### src/rtl/pla_pkg.sv
package pla_pkg;

    localparam int DEF_N_IN   = 16;
    localparam int DEF_N_TERM = 48;
    localparam int DEF_N_OUT  = 8;

    typedef enum logic [1:0] {
        LIT_ABSENT = 2'b00,
        LIT_TRUE   = 2'b01,
        LIT_COMP   = 2'b10,
        LIT_KILL   = 2'b11
    } lit_e;

    // One literal of a product row against one input bit.
    function automatic logic lit_pass(input lit_e code, input logic x);
        case (code)
            LIT_ABSENT: return 1'b1;
            LIT_TRUE:   return x;
            LIT_COMP:   return ~x;
            default:    return 1'b0;
        endcase
    endfunction

endpackage

### src/rtl/pla_cfg_ctrl.sv
module pla_cfg_ctrl #(
    parameter int N_TERM = pla_pkg::DEF_N_TERM,
    localparam int ROW_W = $clog2(N_TERM)
) (
    input  logic             clk,
    input  logic             rst,
    input  logic             cfg_we,
    input  logic [ROW_W-1:0] cfg_row,
    input  logic             cfg_done_set,
    output logic             wr_en,
    output logic             done
);

    always_ff @(posedge clk) begin
        if (rst)
            done <= 1'b0;
        else if (cfg_done_set)
            done <= 1'b1;
    end

    always_comb wr_en = cfg_we && !done && (int'(cfg_row) < N_TERM);

    AST_DONE_STICKY: assert property (@(posedge clk) disable iff (rst)
        done |=> done);

endmodule

### src/rtl/pla_and_plane.sv
module pla_and_plane
    import pla_pkg::*;
#(
    parameter int N_IN   = DEF_N_IN,
    parameter int N_TERM = DEF_N_TERM,
    localparam int ROW_W = $clog2(N_TERM),
    localparam int AND_W = 2 * N_IN
) (
    input  logic              clk,
    input  logic              rst,
    input  logic              wr_en,
    input  logic              done,
    input  logic              cfg_we,
    input  logic [ROW_W-1:0]  cfg_row,
    input  logic [AND_W-1:0]  cfg_and,
    input  logic [N_IN-1:0]   in_vec,
    output logic [N_TERM-1:0] term
);

    logic [N_TERM-1:0][AND_W-1:0] rows;

    always_ff @(posedge clk) begin
        if (rst)
            rows <= '0;
        else if (wr_en)
            rows[cfg_row] <= cfg_and;
    end

    for (genvar t = 0; t < N_TERM; t++) begin : g_row
        logic [N_IN-1:0] pass;
        for (genvar i = 0; i < N_IN; i++) begin : g_lit
            always_comb pass[i] = lit_pass(lit_e'(rows[t][2*i +: 2]), in_vec[i]);
        end
        always_comb term[t] = &pass;
    end

    AST_AND_FROZEN: assert property (@(posedge clk) disable iff (rst)
        done |=> $stable(rows));

    AST_ROW_RANGE: assert property (@(posedge clk) disable iff (rst)
        (cfg_we && int'(cfg_row) >= N_TERM) |=> $stable(rows));

endmodule

### src/rtl/pla_or_plane.sv
module pla_or_plane #(
    parameter int N_TERM = pla_pkg::DEF_N_TERM,
    parameter int N_OUT  = pla_pkg::DEF_N_OUT,
    localparam int ROW_W = $clog2(N_TERM),
    localparam int GRP   = N_TERM / N_OUT
) (
    input  logic              clk,
    input  logic              rst,
    input  logic              wr_en,
    input  logic              pal_mode,
    input  logic [ROW_W-1:0]  cfg_row,
    input  logic [N_OUT-1:0]  cfg_or,
    input  logic [N_TERM-1:0] term,
    output logic [N_OUT-1:0]  sum
);

    logic [N_TERM-1:0][N_OUT-1:0] sel;

    always_ff @(posedge clk) begin
        if (rst)
            sel <= '0;
        else if (wr_en && !pal_mode)
            sel[cfg_row] <= cfg_or;
    end

    for (genvar k = 0; k < N_OUT; k++) begin : g_out
        logic [N_TERM-1:0] hit;
        logic              shared_sum;
        logic              band_sum;
        for (genvar t = 0; t < N_TERM; t++) begin : g_col
            always_comb hit[t] = term[t] & sel[t][k];
        end
        always_comb shared_sum = |hit;
        always_comb band_sum   = |term[k*GRP +: GRP];
        always_comb sum[k]     = pal_mode ? band_sum : shared_sum;

        AST_BAND_QUIET: assert property (@(posedge clk) disable iff (rst)
            (pal_mode && term[k*GRP +: GRP] == '0) |-> !sum[k]);
    end

    AST_SEL_LOCKED: assert property (@(posedge clk) disable iff (rst)
        pal_mode |=> $stable(sel));

endmodule

### src/rtl/pla_fabric.sv
module pla_fabric
    import pla_pkg::*;
#(
    parameter int N_IN   = DEF_N_IN,
    parameter int N_TERM = DEF_N_TERM,
    parameter int N_OUT  = DEF_N_OUT,
    localparam int ROW_W = $clog2(N_TERM),
    localparam int AND_W = 2 * N_IN
) (
    input  logic             clk,
    input  logic             rst,
    input  logic             pal_mode,
    input  logic             cfg_we,
    input  logic [ROW_W-1:0] cfg_row,
    input  logic [AND_W-1:0] cfg_and,
    input  logic [N_OUT-1:0] cfg_or,
    input  logic             cfg_done_set,
    input  logic [N_IN-1:0]  in_vec,
    output logic [N_OUT-1:0] out_vec,
    output logic             cfg_done
);

    logic              wr_en;
    logic [N_TERM-1:0] term;
    logic [N_OUT-1:0]  sum;

    pla_cfg_ctrl #(.N_TERM(N_TERM)) u_ctrl (
        .clk(clk), .rst(rst), .cfg_we(cfg_we), .cfg_row(cfg_row),
        .cfg_done_set(cfg_done_set), .wr_en(wr_en), .done(cfg_done)
    );

    pla_and_plane #(.N_IN(N_IN), .N_TERM(N_TERM)) u_and (
        .clk(clk), .rst(rst), .wr_en(wr_en), .done(cfg_done),
        .cfg_we(cfg_we), .cfg_row(cfg_row), .cfg_and(cfg_and),
        .in_vec(in_vec), .term(term)
    );

    pla_or_plane #(.N_TERM(N_TERM), .N_OUT(N_OUT)) u_or (
        .clk(clk), .rst(rst), .wr_en(wr_en), .pal_mode(pal_mode),
        .cfg_row(cfg_row), .cfg_or(cfg_or), .term(term), .sum(sum)
    );

    always_comb out_vec = cfg_done ? sum : '0;

    AST_GATED_OFF: assert property (@(posedge clk) disable iff (rst)
        !cfg_done |-> out_vec == '0);

endmodule

### config.mk
export PLATFORM = sky130hd
export DESIGN_NAME = pla_fabric
export DESIGN_NICKNAME = d
export VERILOG_FILES = /design/src/rtl/pla_pkg.sv /design/src/rtl/pla_cfg_ctrl.sv /design/src/rtl/pla_and_plane.sv /design/src/rtl/pla_or_plane.sv /design/src/rtl/pla_fabric.sv
export SDC_FILE = /design/constraint.sdc
export NUM_CORES = 2
export LEC_CHECK = 0
export CAP_MARGIN = 20
export CORE_ASPECT_RATIO = 1.25
export CORE_MARGIN = 3
export CORE_UTILIZATION = 65
export CTS_CLUSTER_DIAMETER = 40
export DETAILED_ROUTE_END_ITERATION = 6
export DONT_BUFFER_PORTS = 1
export GPL_TIMING_DRIVEN = 0
export PLACE_DENSITY = 0.81
export SYNTH_ARGS = -nofsm -noshare
export SYNTH_HDL_FRONTEND = slang
export SYNTH_SLANG_ARGS = --single-unit
### constraint.sdc
create_clock -name clk -period 6.7 [get_ports clk]
set_input_delay 0.67 -clock clk [delete_from_list [all_inputs] [get_ports clk]]
set_output_delay 0.67 -clock clk [all_outputs]
set_load 0.01 [all_outputs]
* Word-level counts from Yosys, hierarchy flattened
Index checks and enable logic that the tools add are counted. Widths: inputs -> output; s select.
Storage, ports and cells: logic and storage cells 3657, bits of input ports 67, register bits after elaboration 1921
Operators by class: bitwise gates (word level) 400, magnitude comparators 3, mux-type cells 783, reduce and logical (&&, ||, !) cells 838, equality and inequality tests 1536
Operators by type and width (number):
- $pmux 1 s3 | 768
- $bwmux 1536 | 1
- $eq 2x1->1 const B | 768
- $eq 2x2->1 const B | 768
- $logic_not 2->1 | 768
- $reduce_and 16->1 | 48
- $and 1x1->1 | 384
- $bwmux 384 | 1
- $reduce_or 48->1 | 8
- $demux 32 s6 | 1
- $demux 8 s6 | 1
- $reduce_or 6->1 | 8
- $mux 32 | 1
- $mux 8 | 2
- $not 1->1 | 16
- $mux 1 | 8
- $lt 6x7->1 const B | 1
- $ge 6x1->1 const B | 1
- $lt 6x6->1 const B | 1
- $logic_and 1x1->1 | 4
- $logic_not 1->1 | 2

* Depth between registers and ports, before layout
depth after elaboration 7, depth in mapped cells 11

* Cells and area by module
From an unflattened synthesis, not the netlist that was laid out.
Second synthesis, totals: cell total of the unflattened synthesis 10313, area, all modules 83943.0 um2
Modules (own cells, without submodules):
- pla_and_plane | instances 1, area each 67564.8 um2, cells each 8288
- pla_or_plane | instances 1, area each 16284.4 um2, cells each 2012
- pla_fabric | instances 1, area each 50.0 um2, cells each 8
- pla_cfg_ctrl | instances 1, area each 43.8 um2, cells each 5

* Least setup slack after synthesis
No wires, ideal clock.
path kind input port to output port, from in in_vec[12], to out out_vec[5], arrival time 2735 ps, path slack 3295 ps, required time 6030 ps, stages 11, path buffers 4, cell sequence clkbuf_1 buf_6 buf_6 buf_4 mux2i_1 nand4_1 nor4_4 a22o_1 a221oi_1 and3_1 a31oi_1
On the way: word-level cells in the longest chain between the ends 7, elaborated cells between the ends (all ways) 149, classes of those cells mux (50); bitwise (49); reduce/logical (50)
Ends and longest elaborated chain:
- start: declaration | RTL line pla_fabric.sv:18 | input logic [N_IN-1:0] in_vec,
- $not 1->1 | RTL line pla_pkg.sv:19 | LIT_COMP: return ~x;
- $pmux 1 s3 | RTL line pla_pkg.sv:16 | case (code)
- $reduce_and 16->1 | RTL line pla_and_plane.sv:34 | always_comb term[t] = &pass;
- $and 1x1->1 | RTL line pla_or_plane.sv:31 | always_comb hit[t] = term[t] & sel[t][k];
- $reduce_or 48->1 | RTL line pla_or_plane.sv:33 | always_comb shared_sum = |hit;
- $mux 1 (*) | RTL line pla_or_plane.sv:35 | always_comb sum[k] = pal_mode ? band_sum : shared_sum;
- $mux 8 (*) | RTL line pla_fabric.sv:43 | always_comb out_vec = cfg_done ? sum : '0;
- end: declaration | RTL line pla_fabric.sv:19 | output logic [N_OUT-1:0] out_vec,
Mark *: on every way between the ends. The rest lies on a longest branch, timed or not.

* Worst setup path in the final report
from in in_vec[7], to out out_vec[3]
The elaborated chain is that of the path after synthesis.

==> out/qor.yml <==
status: "complete, but fails checks"
violations: "design-rule violations"
cts_made_buffers: 198
worstPathRequired_ns: 6.03
crit_path_max_fanout: 10
use_met3_pct: 23.0
port_buffers: 0
yosysSeqAreaShare_pct: 48.6
end_kind: "output port"
dp_hpwl_mm: 249
tns_ns: 0
clock-sinks: 1921
drt-initial-drc-count: 14600
period_share_pct: 87.4
routed_via_density: 6.72
syn_area_um2: 79100
fmax_mhz: 171
die_x_um: 318
grt_pass1_vias: 74100
hold_viol: 0
cts_tree: "done"
peakVddDrop_mv: 0.335
rsz0062_at_grt: "false"
clk_pin_slew_ns: 0.06
core_area_um2: 120000
stdcell_count: 12100
drive_above_1_share_pct: 5.13
die_h_um: 396
synth_common_cells: "nand2_1 (3591), a21oi_1 (1928), dfxtp_1 (1921), clkbuf_1 (830), mux2i_1 (768)"
maxSlewViolCount: 0
crit_chain: "clkbuf_1, buf_2, buf_2, mux2i_1, nand4_1, nor4_4, a22o_1, a221oi_1, nand4_1, o31a_1"
ys_ff_latch: 1921
clockRootBuffer: "clkbuf_16"
cap_violations: 0
synth_edf_count: 0
synthArstFlopShare_pct: 0
slew_headroom_pct: 4.17
clock_latency_ns: 0.88
powerDensity_nw_per_um2: 279
critPathSlowestCell: "a221oi_1"
synth_cells: 10100
h-tree-depth: 4
met1_usage_pct: 61.6
worstHoldStart: "cfg_and[5]"
hp-class: "in -> reg"
clockBufferDepth: 3
synth_top_area_share_pct: 48.6
post-place-cells: 11700
tightest_slew_ns: 1.44
die_area_um2: 126000
post-route-min-period_ns: 5.86
setup_viol: 0
routedWlPerCell_um: 30.2
synth_area_leaders: "dfxtp_1 (49%), nand2_1 (17%), a21oi_1 (12%)"
grt_use_total_pct: 55.4
ys_types: 40
yosysMostFrequentCell: "nand2_1"
start_kind: "input port"
pin_count: 76
grt.overflow.total: 0
holdPathEnd: "u_and.rows[325]$_SDFFE_PP0P_"
timing.rr.end: "u_or.sel[162]$_SDFFE_PP0P_"
ff2ff_setup_slack_ns: 2.47
vias: 81500
yosys_warnings: 0
firstDrtPassIters: 7
grt_max_degree: 17
ys.flop_type: "dfxtp_1"
hold_depth: 3
worst-setup-path-type: "in -> out"
r2r-start: "u_ctrl.done$_SDFFE_PP0P_"
cp.arrival_ns: 5.19
drc: 181
grt_pass1_wl_mm: 504
area_growth_pct: 13.0
crit_path_max_incr_delay_ns: 1.07
wl_mm: 366
cp.buffers_inverters: 3
cp_top_family: "compound AO/OA/AOI/OAI gates"
r2r_cells: 7
p_leak_nw: 30.8
yosys.area.top_type: "dfxtp_1"
antenna_found_initial: 34
grt-busiest-layer: "met2"
avgSynthCellArea_um2: 7.85
start_util_pct: 65.7
ant_nets: 0
gp_congestion: 1.08
rows: 142
finalClockSkew_ns: 0.0195
gr-usage-met2_pct: 77.3
fin_nets: 10400
syn_nets: 10100
-- placed cells by master (no fill, tap or decap), types with 6 or more instances in the layout --
cell,Yosys,routed
a21boi_0,6,6
dfxtp_1,1921,1921
a222oi_1,8,8
clkinvlp_4,0,16
nor4b_1,6,6
buf_4,30,35
buf_2,33,33
clkinv_4,0,10
clkinv_2,0,31
nand3_1,10,10
clkbuf_8,0,39
diode_2,0,27
o31a_1,6,6
mux2i_1,768,768
inv_6,0,16
nand2_1,3591,3591
or4_1,6,6
bufinv_16,0,18
clkbuf_16,0,204
buf_6,17,30
buf_16,0,9
o21ai_0,320,320
nand4_1,215,215
nor2_1,104,104
a22oi_1,108,108
a221oi_1,34,33
a22o_1,34,34
a21oi_1,1928,1928
nor3_1,9,9
buf_8,0,37
nor4_4,12,47
or3_1,10,10
clkbuf_1,830,859
-- per-layer routing --
layer  part of all wire [%]  vias to the layer above
met4                     13                       16
met2                     39                     7016
met1                     31                    37700
li1                       -                    34300
met3                     16                     2401
met5                  0.057                        -
-- state kept, by name, indices dropped and copies added (netlist names) --
| signal | cells |
|---|---|
| u_ctrl.done | 1 |
| u_or.sel | 384 |
| u_and.rows | 1536 |
-- worst max path at each step --
stage | start | endpoint | slack, ns | cells after the start
2_1_floorplan | in_vec[12] | out_vec[5] | 3.30 | 11
3_3_place_gp | in_vec[5] | out_vec[5] | 0.43 | 8
3_5_place_dp | in_vec[7] | out_vec[6] | 1.21 | 10
4_1_cts | in_vec[7] | out_vec[3] | 1.21 | 10
5_1_grt | in_vec[7] | out_vec[6] | 0.99 | 11
6_report | in_vec[7] | out_vec[3] | 0.84 | 10
-- power by group --
| group | leakage [nW] | internal (mW) | switching, mW |
|---|---|---|---|
| clock network | 3.37 | 6.75 | 5.02 |
| logic | 12.0 | 0.315 | 1.40 |
| registers | 15.5 | 11.4 | 0.0193 |
| total | 30.8 | 18.5 | 6.44 |
-- worst register-to-register path: cells and delay by family (launching register included) --
| family | cells | cell delay [ns] |
|---|---|---|
| simple gates | 3 | 2.09 |
| buf+inv | 2 | 1.14 |
| compound gates | 2 | 0.48 |
| flops | 1 | 0.38 |
-- kinds of logic (layout without fill, tap and decap cells) --
logic type	count (synthesis)	count (layout)	share of synthesized area (%)
AOI/OAI and AO/OA	2448	2448	16.3
buffers and inverters	911	1348	4.68
DFF	1921	1921	48.6
and+or+nand+nor	4024	4024	20.7
muxes	768	768	9.72
other	0	27	0
-- cell type report --
class                      instances  area (µm²)
buffer                           911        3700
sequential                      1921       38500
antenna                           27        67.6
timing repair buffer              65         997
clock inverter                    98        1150
tap                             1584        1980
multi-input combinational       7240       37200
fill                            8971       30900
clock buffer                     274        5760
-- through the flow --
step	hold slack [ns]	area (µm²)	power [mW]	utilization (%)	setup WS [ns]
global placement	0.440	81100	13.2	67.4	0.427
floorplan	0.436	79100	12.4	-	3.30
CTS	0.210	89000	24.6	74.0	1.21
global route	0.223	89300	25.1	74.2	0.990
finish	0.224	89300	24.9	74.3	0.845
detailed placement	0.446	82100	13.2	68.3	1.21
-- timing repair --
| item | CTS | global route |
|---|---|---|
| hold endpoints to repair | 1 | 0 |
| hold buffers | 1 | 0 |
| setup buffers | 0 | 0 |
| gates resized for setup | 0 | 0 |
No activity file was read; power rests on OpenSTA's default activity.
